==> src/rtl/hbcmd_pkg.sv <==
package hbcmd_pkg;
   localparam int ID_W      = 5;
   localparam int ID_LSB    = 2;
   localparam int BIT_DBL   = 1;
   localparam int BIT_SIDE  = 7;
   localparam int BIT_HIDE  = 8;
   localparam int BIT_SLAVE = 10;
   localparam int MIN_REG_W = BIT_SLAVE + 1;

   typedef struct packed {
      logic            dbl;
      logic            hide;
      logic            slave;
      logic [ID_W-1:0] base;
   } cmd_state_t;
endpackage

==> src/rtl/hbcmd_filter.sv <==
module hbcmd_filter (
   input  logic acc_valid,
   input  logic acc_chain,
   input  logic hide,
   output logic wr_ok,
   output logic hidden
);
   always_comb begin
      hidden = acc_valid && acc_chain && hide;
      wr_ok  = acc_valid && !hidden;
   end
endmodule

==> src/rtl/hbcmd_reg.sv <==
module hbcmd_reg
   import hbcmd_pkg::*;
#(
   parameter int REG_W  = 16,
   parameter bit DHC_EN = 1'b1
) (
   input  logic             clk,
   input  logic             cold_rst,
   input  logic             warm_rst,
   input  logic             wr_en,
   input  logic [REG_W-1:0] wdata,
   output cmd_state_t       state
);
   logic [ID_W-1:0] base_q;

   always_ff @(posedge clk) begin
      if (cold_rst)
         base_q <= '0;
      else if (wr_en && !warm_rst)
         base_q <= wdata[ID_LSB +: ID_W];
   end

   generate
      if (DHC_EN) begin : g_dhc
         logic dbl_q, hide_q, slave_q;
         always_ff @(posedge clk) begin
            if (cold_rst) begin
               dbl_q   <= 1'b0;
               hide_q  <= 1'b0;
               slave_q <= 1'b0;
            end else if (warm_rst) begin
               hide_q  <= 1'b0;
            end else if (wr_en) begin
               dbl_q   <= wdata[BIT_DBL];
               hide_q  <= wdata[BIT_HIDE];
               slave_q <= wdata[BIT_SLAVE];
            end
         end
         always_comb begin
            state.dbl   = dbl_q;
            state.hide  = hide_q;
            state.slave = slave_q;
            state.base  = base_q;
         end

         // cold reset clears every field, also when warm reset is set
         p_cold_clears_r8: assert property (@(posedge clk)
            cold_rst |=> (!dbl_q && !hide_q && !slave_q && base_q == '0));
         // warm reset alone keeps the cold-only fields
         p_warm_keeps_r8: assert property (@(posedge clk) disable iff (cold_rst)
            warm_rst |=> (!hide_q && $stable(dbl_q) && $stable(slave_q)));
      end else begin : g_single
         logic unused_wbits;
         assign unused_wbits = ^{wdata[BIT_DBL], wdata[BIT_HIDE], wdata[BIT_SLAVE]};
         always_comb begin
            state.dbl   = 1'b0;
            state.hide  = 1'b1;
            state.slave = 1'b0;
            state.base  = base_q;
         end
      end
   endgenerate

   // warm reset never touches the base field
   p_warm_base_r8: assert property (@(posedge clk) disable iff (cold_rst)
      warm_rst |=> $stable(base_q));
endmodule

==> src/rtl/hbcmd_readback.sv <==
module hbcmd_readback
   import hbcmd_pkg::*;
#(
   parameter int REG_W  = 16,
   parameter bit DHC_EN = 1'b1
) (
   input  cmd_state_t       state,
   input  logic             acc_chain,
   output logic [REG_W-1:0] rd_value
);
   always_comb begin
      rd_value                    = '0;
      rd_value[BIT_DBL]           = state.dbl;
      rd_value[ID_LSB +: ID_W]    = state.base;
      rd_value[BIT_SIDE]          = DHC_EN ? acc_chain : 1'b0;
      rd_value[BIT_HIDE]          = state.hide;
      rd_value[BIT_SLAVE]         = state.slave;
   end
endmodule

==> src/rtl/hbcmd_src_id.sv <==
module hbcmd_src_id
   import hbcmd_pkg::*;
(
   input  cmd_state_t      state,
   output logic [ID_W-1:0] unit_id,
   output logic            bridge_flag
);
   always_comb begin
      if (state.slave) begin
         unit_id     = state.base;
         bridge_flag = 1'b0;
      end else begin
         unit_id     = '0;
         bridge_flag = 1'b1;
      end
   end
endmodule

==> src/rtl/hbcmd_top.sv <==
module hbcmd_top
   import hbcmd_pkg::*;
#(
   parameter int REG_W  = 16,
   parameter bit DHC_EN = 1'b1
) (
   input  logic             clk,
   input  logic             cold_rst,
   input  logic             warm_rst,
   input  logic             acc_valid,
   input  logic             acc_chain,
   input  logic             acc_write,
   input  logic [REG_W-1:0] acc_wdata,
   output logic             rsp_valid,
   output logic             rsp_no_target,
   output logic [REG_W-1:0] rsp_rdata,
   output logic [ID_W-1:0]  src_unit_id,
   output logic             src_bridge_flag
);
   generate
      if (REG_W < MIN_REG_W) begin : g_bad_width
         $error("hbcmd_top: REG_W too small for the command fields");
      end
   endgenerate

   cmd_state_t       state;
   logic             wr_ok, hidden;
   logic [REG_W-1:0] rd_value;

   hbcmd_filter u_filter (
      .acc_valid (acc_valid),
      .acc_chain (acc_chain),
      .hide      (state.hide),
      .wr_ok     (wr_ok),
      .hidden    (hidden)
   );

   hbcmd_reg #(.REG_W(REG_W), .DHC_EN(DHC_EN)) u_reg (
      .clk      (clk),
      .cold_rst (cold_rst),
      .warm_rst (warm_rst),
      .wr_en    (wr_ok && acc_write),
      .wdata    (acc_wdata),
      .state    (state)
   );

   hbcmd_readback #(.REG_W(REG_W), .DHC_EN(DHC_EN)) u_rb (
      .state     (state),
      .acc_chain (acc_chain),
      .rd_value  (rd_value)
   );

   hbcmd_src_id u_id (
      .state       (state),
      .unit_id     (src_unit_id),
      .bridge_flag (src_bridge_flag)
   );

   always_ff @(posedge clk) begin
      if (cold_rst || warm_rst) begin
         rsp_valid     <= 1'b0;
         rsp_no_target <= 1'b0;
         rsp_rdata     <= '0;
      end else begin
         rsp_valid     <= acc_valid;
         rsp_no_target <= hidden;
         if (hidden)
            rsp_rdata <= '1;
         else if (acc_valid && !acc_write)
            rsp_rdata <= rd_value;
         else
            rsp_rdata <= '0;
      end
   end

   // a hidden chain-side access is answered as no-target with all ones
   p_hidden_answer_r4: assert property (@(posedge clk) disable iff (cold_rst || warm_rst)
      (acc_valid && acc_chain && state.hide) |=> (rsp_valid && rsp_no_target && &rsp_rdata));
   // a hidden write leaves the register unchanged
   p_hidden_write_r4: assert property (@(posedge clk) disable iff (cold_rst || warm_rst)
      (acc_valid && acc_write && acc_chain && state.hide) |=> $stable(state));
   // internal accesses are always serviced
   p_internal_open_r5: assert property (@(posedge clk) disable iff (cold_rst || warm_rst)
      (acc_valid && !acc_chain) |=> (rsp_valid && !rsp_no_target));
   // an asserted bridge flag goes with unit identifier 0
   p_bridge_id_r7: assert property (@(posedge clk) disable iff (cold_rst)
      src_bridge_flag |-> (src_unit_id == '0));
   // a response follows only a request
   p_rsp_follows_r11: assert property (@(posedge clk) disable iff (cold_rst || warm_rst)
      !acc_valid |=> !rsp_valid);

   generate
      if (!DHC_EN) begin : g_single_chk
         // without double-hosted support the chain side never gets in
         p_chain_blocked_r10: assert property (@(posedge clk) disable iff (cold_rst || warm_rst)
            (acc_valid && acc_chain) |=> rsp_no_target);
      end
   endgenerate
endmodule

==> config.mk <==
export PLATFORM = sky130hd
export DESIGN_NAME = hbcmd_top
export DESIGN_NICKNAME = d
export VERILOG_FILES = /design/src/rtl/hbcmd_pkg.sv /design/src/rtl/hbcmd_filter.sv /design/src/rtl/hbcmd_reg.sv /design/src/rtl/hbcmd_readback.sv /design/src/rtl/hbcmd_src_id.sv /design/src/rtl/hbcmd_top.sv
export SDC_FILE = /design/constraint.sdc
export NUM_CORES = 1
export LEC_CHECK = 0
export BUFFER_PORTS_ARGS = -buffer_cell sky130_fd_sc_hd__buf_2
export CAP_MARGIN = 20
export CORE_MARGIN = 2
export CORE_UTILIZATION = 41
export CTS_CLUSTER_SIZE = 30
export DETAILED_ROUTE_END_ITERATION = 8
export PLACE_DENSITY = 0.75
export SYNTH_ARGS = -nofsm -noshare
export SYNTH_HDL_FRONTEND = slang
export SYNTH_SLANG_ARGS = --single-unit
==> constraint.sdc <==
create_clock -name clk -period 1.5 [get_ports clk]
set_clock_uncertainty 0.2 [all_clocks]
set_input_delay 0.075 -clock clk [delete_from_list [all_inputs] [get_ports clk]]
set_output_delay 0.075 -clock clk [all_outputs]
set_load 0.01 [all_outputs]
==> impl_metrics.tcl <==
set metrics [dict create \
    yosys-mux-area-fraction_pct 8.96 \
    startpoint_type "primary input" \
    r2r_slack_ps 60 \
    die_area_sq_um 2270 \
    clockRootBuffer "clkbuf_4" \
    ff2ff_path_depth 3 \
    place_hpwl_mm 1.04 \
    die_x_um 47.7 \
    pin_count 46 \
    overflow 0 \
    busiest_layer "met2" \
    vias_per_cell 4.16 \
    period_minus_slack_ps 1460 \
    drtIter0Drc 6 \
    syn-num-nets 104 \
    yosysMostFrequentCell "dfxtp_1" \
    powerDensity_nw_per_um2 767 \
    ys_seq_area_share_pct 48.6 \
    finalSetupTns_ps 0 \
    path_max_fanout 5 \
    ir_worst_vdd_mv 0.448 \
    synthXorXnorAreaFrac_pct 0 \
    synth_ff_type "dfxtp_1" \
    netlist_top_cells_count "19 x dfxtp_1, 17 x nand2_1, 14 x nand2b_1" \
    slew_headroom_pct 80.5 \
    synth_edf_count 0 \
    n_fill_cell 162 \
    r2r-end "rsp_rdata[8]" \
    synth_compound_area_share_pct 4.80 \
    layout-drive-gt1-share_pct 34.8 \
    clock_path_buffers 2 \
    grt_pass1_vias 561 \
    finalHoldViolations 0 \
    numCtsBuffers 3 \
    end_kind "flop" \
    antenna_found_initial 0 \
    synth_area_leaders "dfxtp_1 49%, nand2b_1 11%, mux2i_1 9.0%, nand2_1 8.2%, buf_4 6.7%" \
    synthSimpleGateAreaFrac_pct 29.0 \
    critical_path_class "in -> reg" \
    ys_types 16 \
    routed_wl_mm 1.57 \
    synthAdderAreaFrac_pct 0 \
    clk_latency_ps 280 \
    ant_nets 0 \
    fin_nets 155 \
    synth_top_area_share_pct 48.6 \
    setup_violations 0 \
    synth-async-reset-ratio_pct 0 \
    startpoint "acc_chain" \
    outcome "completed" \
    worst_pin_slew_ps 292 \
    rsz0062_at_grt "false" \
    worstPathArrival_ps 1440 \
    synth_area_sq_um 782 \
    synth.largest_area_cell "dfxtp_1" \
    reg2reg_from "u_reg.g_dhc.hide_q" \
    remaining_drc_errors 0 \
    port_buffers 37 \
    slew_viol_final 0 \
    clk_pin_slew_ps 100 \
    leakagePower_nw 0.585 \
    multi_input_area_sq_um 334 \
    ff_latch_area_sq_um 380 \
    synth_warnings 0 \
    initial_core_util_pct 44.3 \
    use_met3_pct 3.40 \
    synth_top_family_by_area "simple AND/OR/NAND/NOR gates" \
    gr-usage-all-layers_pct 15.3 \
    first_pass_iters 3 \
    std_cell_rows 15 \
    area_growth_syn_to_layout_pct 45.3 \
    syn_avg_cell_area_sq_um 9.54 \
    grt_max_degree 18 \
    die_h_um 47.7 \
    gp_congestion 0.687 \
    globalRouteMet1Util_pct 21.0 \
    clock-sinks 19 \
    cts_tree "yes" \
    p_total_uw 871 \
    crit_required_ps 1480 \
    cts_setup_buffers 0 \
    synth_cells 82 \
    wire_per_inst_um 9.99 \
    min_period_over_period_pct 97.6 \
    cp-endpoint "rsp_rdata[8]" \
    cap_violations 0 \
    htreeDepth 1 \
    diodes 0 \
    use_met2_pct 24.1 \
    fp.coreArea_sq_um 1760 \
    fmax_ghz 0.683 \
    synth_seq_cells 19 \
    hp-class "in -> reg" \
    grt_pass1_wl_mm 2.46 \
    vias 653 \
]
cells by family after synthesis:
logic type | Yosys count
AOI/OAI and AO/OA | 4
buffers and inverters | 11
DFF | 19
muxes | 7
and+or+nand+nor | 41
flip-flops by register name (all words and copies together) (netlist names):
register	cells
rsp_rdata	10
u_reg.base_q	5
rsp_valid	1
u_reg.g_dhc.dbl_q	1
u_reg.g_dhc.hide_q	1
u_reg.g_dhc.slave_q	1
critical path, cell delays in order:
cell           delay, ps
dlygate4sd3_1        530
clkbuf_4             170
inv_1                 60
a21oi_1               50
dlygate4sd3_1        560
power by group:
group          total [mW]  internal (mW)  switching (mW)
clock network       0.250          0.103           0.147
logic              0.0992         0.0603          0.0389
registers           0.521          0.514         0.00721
total               0.871          0.678           0.193
per-layer routing:
| metal | part of all wire, % | vias up |
|---|---|---|
| met5 | 0 | - |
| met4 | 0.96 | 0 |
| met3 | 6.4 | 2 |
| met2 | 46 | 29 |
| met1 | 47 | 268 |
| li1 | - | 354 |
how the worst min path moves through the flow:
| stage | startpoint | endpoint | slack, ps | cells past startpoint |
|---|---|---|---|---|
| after detailed placement | acc_write | rsp_rdata[8] | 140 | 2 |
| final | acc_valid | u_reg.g_dhc.hide_q | 40 | 4 |
| after global placement | acc_write | rsp_rdata[8] | 120 | 2 |
| after floorplan | warm_rst | u_reg.g_dhc.hide_q | -50 | 1 |
| after CTS | acc_valid | u_reg.g_dhc.hide_q | 40 | 4 |
| after global routing | acc_valid | u_reg.g_dhc.hide_q | 40 | 4 |
cells in the final DEF (no fill, tap or decap), types with 2 or more instances in the layout:
master,count
dlygate4sd3_1,15
dfxtp_1,19
nand2_1,17
buf_2,36
clkbuf_4,4
mux2i_1,7
nand2b_1,14
buf_4,2
and2_1,5
nand3_1,2
inv_1,3
layout make-up:
| class | count | area share [%] |
|---|---|---|
| tap | 25 | 2.75 |
| sequential | 19 | 33.5 |
| timing repair buffer | 54 | 31.1 |
| inverter | 3 | 0.991 |
| multi-input combinational | 52 | 29.4 |
| clock buffer | 4 | 2.31 |
metrics by stage:
step / area, sq um / setup WS [ps] / hold slack [ps] / util [%] / instances
finish: 1140 / 35.9 / 39.0 / 64.4 / 157
global route: 1140 / 4.92 / 43.7 / 64.4 / 157
CTS: 1130 / 59.8 / 40.6 / 64.3 / 157
detailed placement: 957 / 289 / 138 / 54.3 / 138
global placement: 957 / 316 / 122 / 54.3 / 138
floorplan: 782 / 276 / -46.5 / - / 82
what timing repair did:
action | 4_1_cts | 5_1_grt
endpoints found under the setup margin | 0 | 1
gates resized for setup | 0 | 1
hold buffers | 15 | 0
hold endpoints to repair | 11 | 0
Power figures use the tool's default switching activity.
